==> src/rtl/wwd_pkg.sv <==
package wwd_pkg;

  typedef enum logic [1:0] {
    WIN_RSVD = 2'b00,
    WIN_HALF = 2'b01,
    WIN_3Q   = 2'b10,
    WIN_FULL = 2'b11
  } win_code_e;

  typedef enum logic [1:0] {
    FLT_NONE   = 2'd0,
    FLT_KEY    = 2'd1,
    FLT_CLOSED = 2'd2,
    FLT_OVF    = 2'd3
  } fault_kind_e;

endpackage

==> src/rtl/wwd_cfg_hold.sv <==
module wwd_cfg_hold
  import wwd_pkg::*;
#(
  parameter int SEL_W = 3
) (
  input  logic             clk,
  input  logic             rst_n,
  input  logic [1:0]       win_in,
  input  logic [SEL_W-1:0] sel_in,
  input  logic             stby_in,
  output win_code_e        win_q,
  output logic [SEL_W-1:0] sel_q,
  output logic             stby_q
);

  // Option bits follow the pins only while reset is held.
  always_ff @(posedge clk) begin
    if (!rst_n) begin
      win_q  <= win_code_e'(win_in);
      sel_q  <= sel_in;
      stby_q <= stby_in;
    end
  end

endmodule

==> src/rtl/wwd_window_calc.sv <==
module wwd_window_calc
  import wwd_pkg::*;
#(
  parameter int BASE_EXP = 10,
  parameter int SEL_W    = 3,
  parameter int CNT_W    = BASE_EXP + (1 << SEL_W) - 1
) (
  input  win_code_e        win_q,
  input  logic [SEL_W-1:0] sel_q,
  input  logic             stby_q,
  output win_code_e        win_eff,
  output logic [CNT_W-1:0] last_cnt,
  output logic [CNT_W-1:0] closed_thr
);

  localparam int MAX_SEL = (1 << SEL_W) - 1;
  localparam logic [CNT_W-1:0] ALL_ONES = '1;

  // Final count of a period of 2^(BASE_EXP+sel) cycles.
  function automatic logic [CNT_W-1:0] f_last(input logic [SEL_W-1:0] sel);
    return ALL_ONES >> (MAX_SEL - int'(sel));
  endfunction

  // First open count: the period times the closed fraction, by shifts.
  function automatic logic [CNT_W-1:0] f_closed(input logic [CNT_W-1:0] last,
                                                input win_code_e      win);
    logic [CNT_W:0] per;
    logic [CNT_W:0] thr;
    per = {1'b0, last} + (CNT_W+1)'(1);
    case (win)
      WIN_HALF: thr = per >> 1;
      WIN_3Q:   thr = per >> 2;
      default:  thr = '0;
    endcase
    return thr[CNT_W-1:0];
  endfunction

  // Reserved code and standby-disabled both mean a fully open period.
  function automatic win_code_e f_effective(input win_code_e win, input logic stby);
    if (!stby || win == WIN_RSVD) return WIN_FULL;
    return win;
  endfunction

  always_comb begin
    win_eff    = f_effective(win_q, stby_q);
    last_cnt   = f_last(sel_q);
    closed_thr = f_closed(last_cnt, win_eff);
  end

endmodule

==> src/rtl/wwd_period_cnt.sv <==
module wwd_period_cnt #(
  parameter int CNT_W = 17
) (
  input  logic             clk,
  input  logic             rst_n,
  input  logic             restart,
  output logic [CNT_W-1:0] cnt
);

  always_ff @(posedge clk or negedge rst_n) begin
    if (!rst_n) begin
      cnt <= '0;
    end else if (restart) begin
      cnt <= '0;
    end else begin
      cnt <= cnt + CNT_W'(1);
    end
  end

endmodule

==> src/rtl/wwd_service_judge.sv <==
module wwd_service_judge
  import wwd_pkg::*;
#(
  parameter int              DATA_W = 8,
  parameter int              CNT_W  = 17,
  parameter logic [DATA_W-1:0] KEY  = 8'hAC
) (
  input  logic              clk,
  input  logic              rst_n,
  input  logic              wr_en,
  input  logic [DATA_W-1:0] wr_data,
  input  logic [CNT_W-1:0]  cnt,
  input  logic [CNT_W-1:0]  last_cnt,
  input  logic [CNT_W-1:0]  closed_thr,
  output logic              in_open,
  output logic              ovf_hit,
  output logic              svc_accept,
  output fault_kind_e       fault_kind,
  output logic              fault_evt,
  output logic              restart,
  output logic              first_pend,
  output logic              rst_req
);

  logic key_match;

  always_comb begin
    key_match  = (wr_data == KEY);
    in_open    = (cnt >= closed_thr);
    ovf_hit    = (cnt == last_cnt);
    svc_accept = wr_en && key_match && (first_pend || in_open);

    if (wr_en && !key_match)        fault_kind = FLT_KEY;
    else if (wr_en && !svc_accept)  fault_kind = FLT_CLOSED;
    else if (ovf_hit && !svc_accept) fault_kind = FLT_OVF;
    else                            fault_kind = FLT_NONE;

    fault_evt = (fault_kind != FLT_NONE);
    restart   = svc_accept || fault_evt;
  end

  always_ff @(posedge clk or negedge rst_n) begin
    if (!rst_n) begin
      first_pend <= 1'b1;
      rst_req    <= 1'b0;
    end else begin
      rst_req <= fault_evt;
      if (fault_evt)       first_pend <= 1'b1;
      else if (svc_accept) first_pend <= 1'b0;
    end
  end

endmodule

==> src/rtl/svc_window_watchdog.sv <==
module svc_window_watchdog
  import wwd_pkg::*;
#(
  parameter int                BASE_EXP = 10,
  parameter int                SEL_W    = 3,
  parameter int                DATA_W   = 8,
  parameter logic [DATA_W-1:0] KEY      = 8'hAC
) (
  input  logic              clk,
  input  logic              rst_n,
  input  logic              wr_en,
  input  logic [DATA_W-1:0] wr_data,
  input  logic [1:0]        cfg_window,
  input  logic [SEL_W-1:0]  cfg_ovf_sel,
  input  logic              cfg_stby_en,
  output logic              rst_req
);

  localparam int CNT_W = BASE_EXP + (1 << SEL_W) - 1;

  win_code_e        win_q;
  win_code_e        win_eff;
  logic [SEL_W-1:0] sel_q;
  logic             stby_q;
  logic [CNT_W-1:0] last_cnt;
  logic [CNT_W-1:0] closed_thr;
  logic [CNT_W-1:0] cnt;
  logic             in_open;
  logic             ovf_hit;
  logic             svc_accept;
  fault_kind_e      fault_kind;
  logic             fault_evt;
  logic             restart;
  logic             first_pend;

  wwd_cfg_hold #(.SEL_W(SEL_W)) u_cfg (
    .clk     (clk),
    .rst_n   (rst_n),
    .win_in  (cfg_window),
    .sel_in  (cfg_ovf_sel),
    .stby_in (cfg_stby_en),
    .win_q   (win_q),
    .sel_q   (sel_q),
    .stby_q  (stby_q)
  );

  wwd_window_calc #(.BASE_EXP(BASE_EXP), .SEL_W(SEL_W), .CNT_W(CNT_W)) u_win (
    .win_q      (win_q),
    .sel_q      (sel_q),
    .stby_q     (stby_q),
    .win_eff    (win_eff),
    .last_cnt   (last_cnt),
    .closed_thr (closed_thr)
  );

  wwd_period_cnt #(.CNT_W(CNT_W)) u_cnt (
    .clk     (clk),
    .rst_n   (rst_n),
    .restart (restart),
    .cnt     (cnt)
  );

  wwd_service_judge #(.DATA_W(DATA_W), .CNT_W(CNT_W), .KEY(KEY)) u_judge (
    .clk        (clk),
    .rst_n      (rst_n),
    .wr_en      (wr_en),
    .wr_data    (wr_data),
    .cnt        (cnt),
    .last_cnt   (last_cnt),
    .closed_thr (closed_thr),
    .in_open    (in_open),
    .ovf_hit    (ovf_hit),
    .svc_accept (svc_accept),
    .fault_kind (fault_kind),
    .fault_evt  (fault_evt),
    .restart    (restart),
    .first_pend (first_pend),
    .rst_req    (rst_req)
  );

endmodule

==> config.mk <==
export PLATFORM = sky130hd
export DESIGN_NAME = svc_window_watchdog
export DESIGN_NICKNAME = d
export VERILOG_FILES = /design/src/rtl/wwd_pkg.sv /design/src/rtl/wwd_cfg_hold.sv /design/src/rtl/wwd_window_calc.sv /design/src/rtl/wwd_period_cnt.sv /design/src/rtl/wwd_service_judge.sv /design/src/rtl/svc_window_watchdog.sv
export SDC_FILE = /design/constraint.sdc
export NUM_CORES = 1
export LEC_CHECK = 0
export ABC_AREA = 1
export BUFFER_PORTS_ARGS = -buffer_cell sky130_fd_sc_hd__buf_2
export CAP_MARGIN = 20
export CORE_UTILIZATION = 53
export CTS_CLUSTER_DIAMETER = 60
export DETAILED_ROUTE_END_ITERATION = 16
export GPL_TIMING_DRIVEN = 0
export PLACE_DENSITY = 0.82
export SKIP_CTS_REPAIR_TIMING = 1
export SLEW_MARGIN = 25
export SYNTH_ARGS = -nofsm -noshare
export SYNTH_HDL_FRONTEND = slang
export SYNTH_HIERARCHICAL = 1
export SYNTH_SLANG_ARGS = --single-unit
==> constraint.sdc <==
create_clock -name clk -period 7 [get_ports clk]
set_input_delay 0.35 -clock clk [delete_from_list [all_inputs] [get_ports clk]]
set_output_delay 0.35 -clock clk [all_outputs]
set_load 0.02 [all_outputs]
==> metrics.md, run 1 <==
| Metric | Value |
|---|---|
| Status | complete, no violations |
| Drt drc | 0 |
| Slowest Stage Delay on Critical Path | 0.39 ns |
| Die Height | 69.0 um |
| Commonest non-fill, non-tap cell in the layout | nand2_1 |
| Grt total ovfl | 0 |
| Total of max-cap violations | 0 |
| Final setup fails | 0 |
| CTS tree | built |
| Critical Path Slowest Stage Cell | edfxtp_1 |
| Clock Tree Buf Depth | 2 |
| Initial antenna violation count | 0 |
| First-pass GRT wire length | 7.89 mm |
| Clock buffer count from CTS | 3 |
| Total power | roughly 0.3 mW |
| Final GP Congestion | 0.872 |
| Die width | 69.0 um |
| Crit path kind | reg2reg |
| Vias after detailed routing | 2070 |
| Fin crit share | 0.376 |
| FMAX | 380 MHz |
| Largest net degree at the start of global routing | 21 |
| Worst EP required | 7.22 ns |
| Top-level I/O count | 18 |
| Final wirelength | 4.42 mm |
| Root Driver | clkbuf_8 |
| Number of global-route vias before repair | 1924 |
| Mean area per synthesized cell | 6.76 sq um |
| Routed Antenna Nets | 0 |
| Period minus WS final | between 2 and 3 ns |
| # diodes | 0 |
| Max Fanout on Critical Path | 7 |
| Pwr Density | 114 nW/um^2 |
| Drt wl/cell | 10.0 um |
| Die area | about 4800 sq um |
| HPWL Detailed | 3.64 mm |
| Starting Density | 0.550 |
| Core footprint | 4320 sq um |
| Hold Crit Class | in2async |
| Maximum VDD drop | approximately 98 uV |
| Share of layout cells above drive strength 1 | 0.175 |
| Critical path arrival | between 2 and 3 ns |
| Port-buffer cells | 17 |
| Via density | 4.69 |
| RSZ-0062 raised after global routing | no |
| Net count, final | 427 |
| Clock sink count | 25 |
| Cell area after synthesis | 2380 sq um |
| Pleak | 1.40 nW |
| Clock Skew | 0.00120 ns |
| Setup TNS | 0 ns |
| CP endpoint kind | flip-flop |
| Initial drt markers | ~100 |
| Most common cell on crit path | nand2_1 |
| Final Slew Violations | 0 |
| Flop2flop setup slack | around 4.4 ns |
| Router iterations before antenna repair | 4 |
| FILL cells | 423 |
| Tot GR Track Use | 0.200 |
| Clock Latency Late Sink | between 0.2 and 0.3 ns |
| Synth warn | 6 |
| Crit Reg-Reg Startpoint | u_cfg/win_q[1] |
| Crit-path cells | nand3_1 > inv_1 > ha_1 > nor2_1 > nand3_1 > nand2_1 > inv_1 > ha_1 > nand2_2 > inv_1 > nand2_1 > nand2_1 > nand2_1 > nand2_2 > nor2_2 > nand3_2 > nand2_2 > nand2_2 > nand2_1 |
| Most frequent cells in the layout | nand2_1 (81), inv_1 (59), nor2_1 (51) |
| Area grow syn2layout | 10.7% |
| CP Launch Type | flip-flop |
| Worst setup path start | u_cfg/win_q[1] |
| Fin. Hold Viols | 0 |
| Gate Count Post-Synth | between 300 and 400 |
| Row count | 24 |
| Clock-pin slew on the worst setup and hold paths | ~0.08 ns |
| CTS HTree Levels | 1 |
## path summary, 6_finish.rpt
kind	cells after the start	endpoint
worst max-delay path	19	u_judge/first_pend
min in group clk	1	u_cfg/stby_q
worst min-delay path	1	u_cnt/cnt[1]
worst min register to register	2	u_judge/first_pend
worst max register to register	19	u_judge/first_pend
max in group asynchronous	1	u_judge/first_pend
## area by class of cell
type	instances	area [sq um]	share of cell area
multi-input cells	258	1390	0.528
flip-flops and latches	25	657	0.249
inverters	63	236	0.0897
plain buffers	22	156	0.0594
repair buffers	17	85.1	0.0323
well taps	52	65.1	0.0247
clock buffers	4	45.0	0.0171
## power breakdown
| part | internal, mW | switching, mW | total [mW] |
|---|---|---|---|
| sequential | 0.155 | 0.00491 | 0.160 |
| clock | 0.0407 | 0.0426 | 0.0833 |
| combinational | 0.0259 | 0.0313 | 0.0571 |
## per-layer routing
layer | track usage | routed length, um | up-vias
met5 | 0 | 0 | -
met4 | 0.0635 | 61 | 0
met3 | 0.0132 | 178 | 5
met2 | 0.352 | 2150 | 33
met1 | 0.263 | 2020 | 922
li1 | - | - | 1110
## registers in the layout, summed over array words and instances (netlist names)
name                cells
u_judge/first_pend      1
u_cfg/win_q             2
u_cfg/stby_q            1
u_cfg/sel_q             3
u_judge/rst_req         1
u_cnt/cnt              17
## worst max-delay path: cells and delay by family, from the launching register on
kind / cells / cell delay [ns]
flops: 1 / 0.39
fa+ha+maj: 2 / 0.63
buf+inv: 3 / 0.13
simple gates: 14 / 1.41
## stage by stage
step / hold WS (ns) / instances / area (sq um) / worst slack (ns) / util
6_report: 0.0106 / 441 / 2640 / 4.37 / 0.609
3_3_place_gp: 0.312 / 437 / 2590 / 4.44 / 0.599
2_1_floorplan: 0.0544 / 368 / 2440 / 4.66 / -
4_1_cts: 0.0213 / 441 / 2640 / 4.35 / 0.609
5_1_grt: 0.0480 / 441 / 2640 / 4.03 / 0.609
3_5_place_dp: 0.316 / 437 / 2590 / 4.38 / 0.599
Note: power is estimated with default switching activity, not from simulation.
==> inputs of run 2 (changes only) <==
ABC_AREA = 0   (was 1)
PLACE_DENSITY = 0.85   (was 0.82)
clock period = 2.33 ns   (was 7 ns; I/O delays follow)
==> run 2 against run 1 <==
The run now ends with setup timing left; utilization rose by 11 points; global-route usage rose by 2.5 points; sequential share of layout area fell by 0.57 points; first-iteration DRC count rose by 48%; routed wire length rose by 21%; sequential power rose to 3.0 times the previous value; clock-buffer cell count fell by 1; worst setup slack got worse by 4.5 ns; via count fell by 7.4%; flip-flop and latch count did not move.
==> metrics.md, run 2 <==
| Metric | Value |
|---|---|
| Final Worst Setup Slack | -0.101 ns |
| Total of max-cap violations | 0 |
| Final wirelength | 5.34 mm |
| Failing checks | setup timing |
| Die Height | about 66 um |
| Hold Crit Class | in2reg |
| # diodes | 0 |
| Pint | roughly 0.7 mW |
| Clock Tree Buf Depth | 2 |
| Clock Skew | approximately 0.011 ns |
| Reg power frac | 0.494 |
| CP endpoint kind | flip-flop |
| Share of layout cells above drive strength 1 | 0.354 |
| Commonest non-fill, non-tap cell in the layout | buf_4 |
| Final GP Congestion | 0.829 |
| Clk pwr share | 0.267 |
| Top-level I/O count | 18 |
| Setup TNS | -0.176 ns |
| Initial antenna violation count | 0 |
| CTS tree | built |
| Synth warn | 6 |
| FMAX | 411 MHz |
| Area grow syn2layout | 24.9% |
| Critical path arrival | approximately 2.6 ns |
| Final Slew Violations | 0 |
| Pwr Density | approximately 360 nW/um^2 |
| Drt drc | 0 |
| Drt wl/cell | 15.9 um |
| Crit Reg-Reg Startpoint | u_cfg/win_q[1] |
| First-pass GRT wire length | 7.35 mm |
| Vias after detailed routing | about 1.9k |
| Row count | 22 |
| Clock buffer count from CTS | 3 |
| Reg2Reg Depth | 11 |
| Grt total ovfl | 0 |
| Comb power frac | 0.239 |
| Max reg flops | 17 |
| Number of global-route vias before repair | between 1.5k and 2k |
| Hold path endpoint | u_cfg/win_q[0] |
| Starting Density | 0.572 |
| Router iterations before antenna repair | 5 |
| Pleak | around 1.1 nW |
| Largest net degree at the start of global routing | 21 |
| Pre-CTS WS | -0.292 ns |
| Terminus of the critical flop-to-flop path | u_judge/rst_req |
| Core footprint | 3770 sq um |
| Via density | 5.71 |
| Routed Antenna Nets | 0 |
| Status | finished with violations |
| Die width | 65.8 um |
| Largest Register | u_cnt/cnt |
| Period minus WS final | between 2 and 2.5 ns |
| Root Driver | clkbuf_8 |
| Final core utilization | 0.715 |
| Flop2flop setup slack | -0.10 ns |
| Min-delay src | cfg_window[0] |
| RSZ-0062 raised after global routing | yes |
| Maximum VDD drop | 223 uV |
| Switching pwr | between 0.2 and 0.3 mW |
| Worst EP required | 2.50 ns |
| Fin. Hold Viols | 0 |
| Net count, final | 326 |
| Largest regs | u_cnt/cnt (17), u_cfg/sel_q (3), u_cfg/win_q (2) |
| Port-buffer cells | 17 |
| CP Launch Type | flip-flop |
| Crit path kind | reg2reg |
| Mean area per synthesized cell | roughly 9.1 sq um |
| Most frequent cells in the layout | buf_4 (29), inv_1 (19), buf_2 (18), dfrtp_1 (18), conb_1 (18) |
| CTS HTree Levels | 1 |
| Clock sink count | 25 |
| HPWL Detailed | 3.39 mm |
| Gate Count Post-Synth | 238 |
| Die area | 4330 sq um |
| Initial drt markers | around 150 |
| Fin crit share | 1.04 |
| Final setup fails | 3 |
| Cell area after synthesis | 2160 sq um |
| Clock Latency Late Sink | 0.27 ns |
| Hold depth | 1 |
| Switching share of power | 0.271 |
| Clock-pin slew on the worst setup and hold paths | 0.09 ns |
| Tot GR Track Use | 0.226 |
| Max Fanout on Critical Path | 5 |
## run 2: changes by cell type in the layout (fill, tap and decap cells not counted), moves of 5 or more
cell	change
nor2_1	-41
o31ai_1	+5
buf_6	+5
nor2_2	-6
nand2_1	-75
xnor2_1	+5
nor2b_1	+6
inv_1	-40
nand4_1	+9
buf_4	+10
nand3_1	-7
a21oi_2	+5
nor4_1	+5
nand2_2	-7
## run 2: power by group through the flow
stage / clock [mW] / sequential [mW] / combinational, mW
after floorplan: 0 / 0.484 / 0.134
after global placement: 0 / 0.488 / 0.170
after detailed placement: 0 / 0.488 / 0.175
after CTS: 0.262 / 0.479 / 0.177
after global routing: 0.282 / 0.481 / 0.249
final: 0.260 / 0.480 / 0.232
## run 2: worst max-delay path by stage
stage | endpoint | startpoint
CTS | u_cnt/cnt[13] | u_cfg/sel_q[2]
detailed placement | u_cnt/cnt[9] | u_cfg/sel_q[2]
global route | u_judge/rst_req | u_cfg/stby_q
floorplan | u_judge/first_pend | u_cfg/win_q[1]
finish | u_judge/rst_req | u_cfg/win_q[1]
global placement | u_cnt/cnt[0] | u_cfg/sel_q[2]
## run 2: per-stage QoR
stage	instances	instance area, sq um	power, mW	hold WS, ns
after global routing	336	2700	1.01	0.0145
after global placement	319	2390	0.657	0.0944
after CTS	323	2440	0.918	-0.212
final	336	2700	0.972	0.0212
after detailed placement	319	2390	0.664	0.0885
after floorplan	254	2250	0.618	-0.179
## run 2: area by class of cell
class	instances	area, sq um
inverters	20	75.1
clock inverters	1	5.00
clock buffers	3	41.3
repair buffers	30	206
flip-flops and latches	25	657
multi-input cells	184	1440
plain buffers	25	208
well taps	48	60.1
fillers	274	1070
## run 2: critical path: stages (launching register included)
cell      delay, ns
edfxtp_1       0.42
or2_4          0.28
ha_4           0.26
nand2b_4       0.16
nor3b_2        0.15
inv_1          0.08
ha_4           0.26
nand4_1        0.15
nor3_2         0.25
o21ai_2        0.09
a31oi_2        0.17
a21oi_1        0.06
## run 2: per-layer routing
metal | vias up | global-route usage | routed length, um
met1 | 925 | 0.285 | 2250
met3 | 15 | 0.0328 | 240
met4 | 0 | 0.109 | 150
met2 | 62 | 0.374 | 2700
met5 | - | 0 | 0
li1 | 915 | - | -
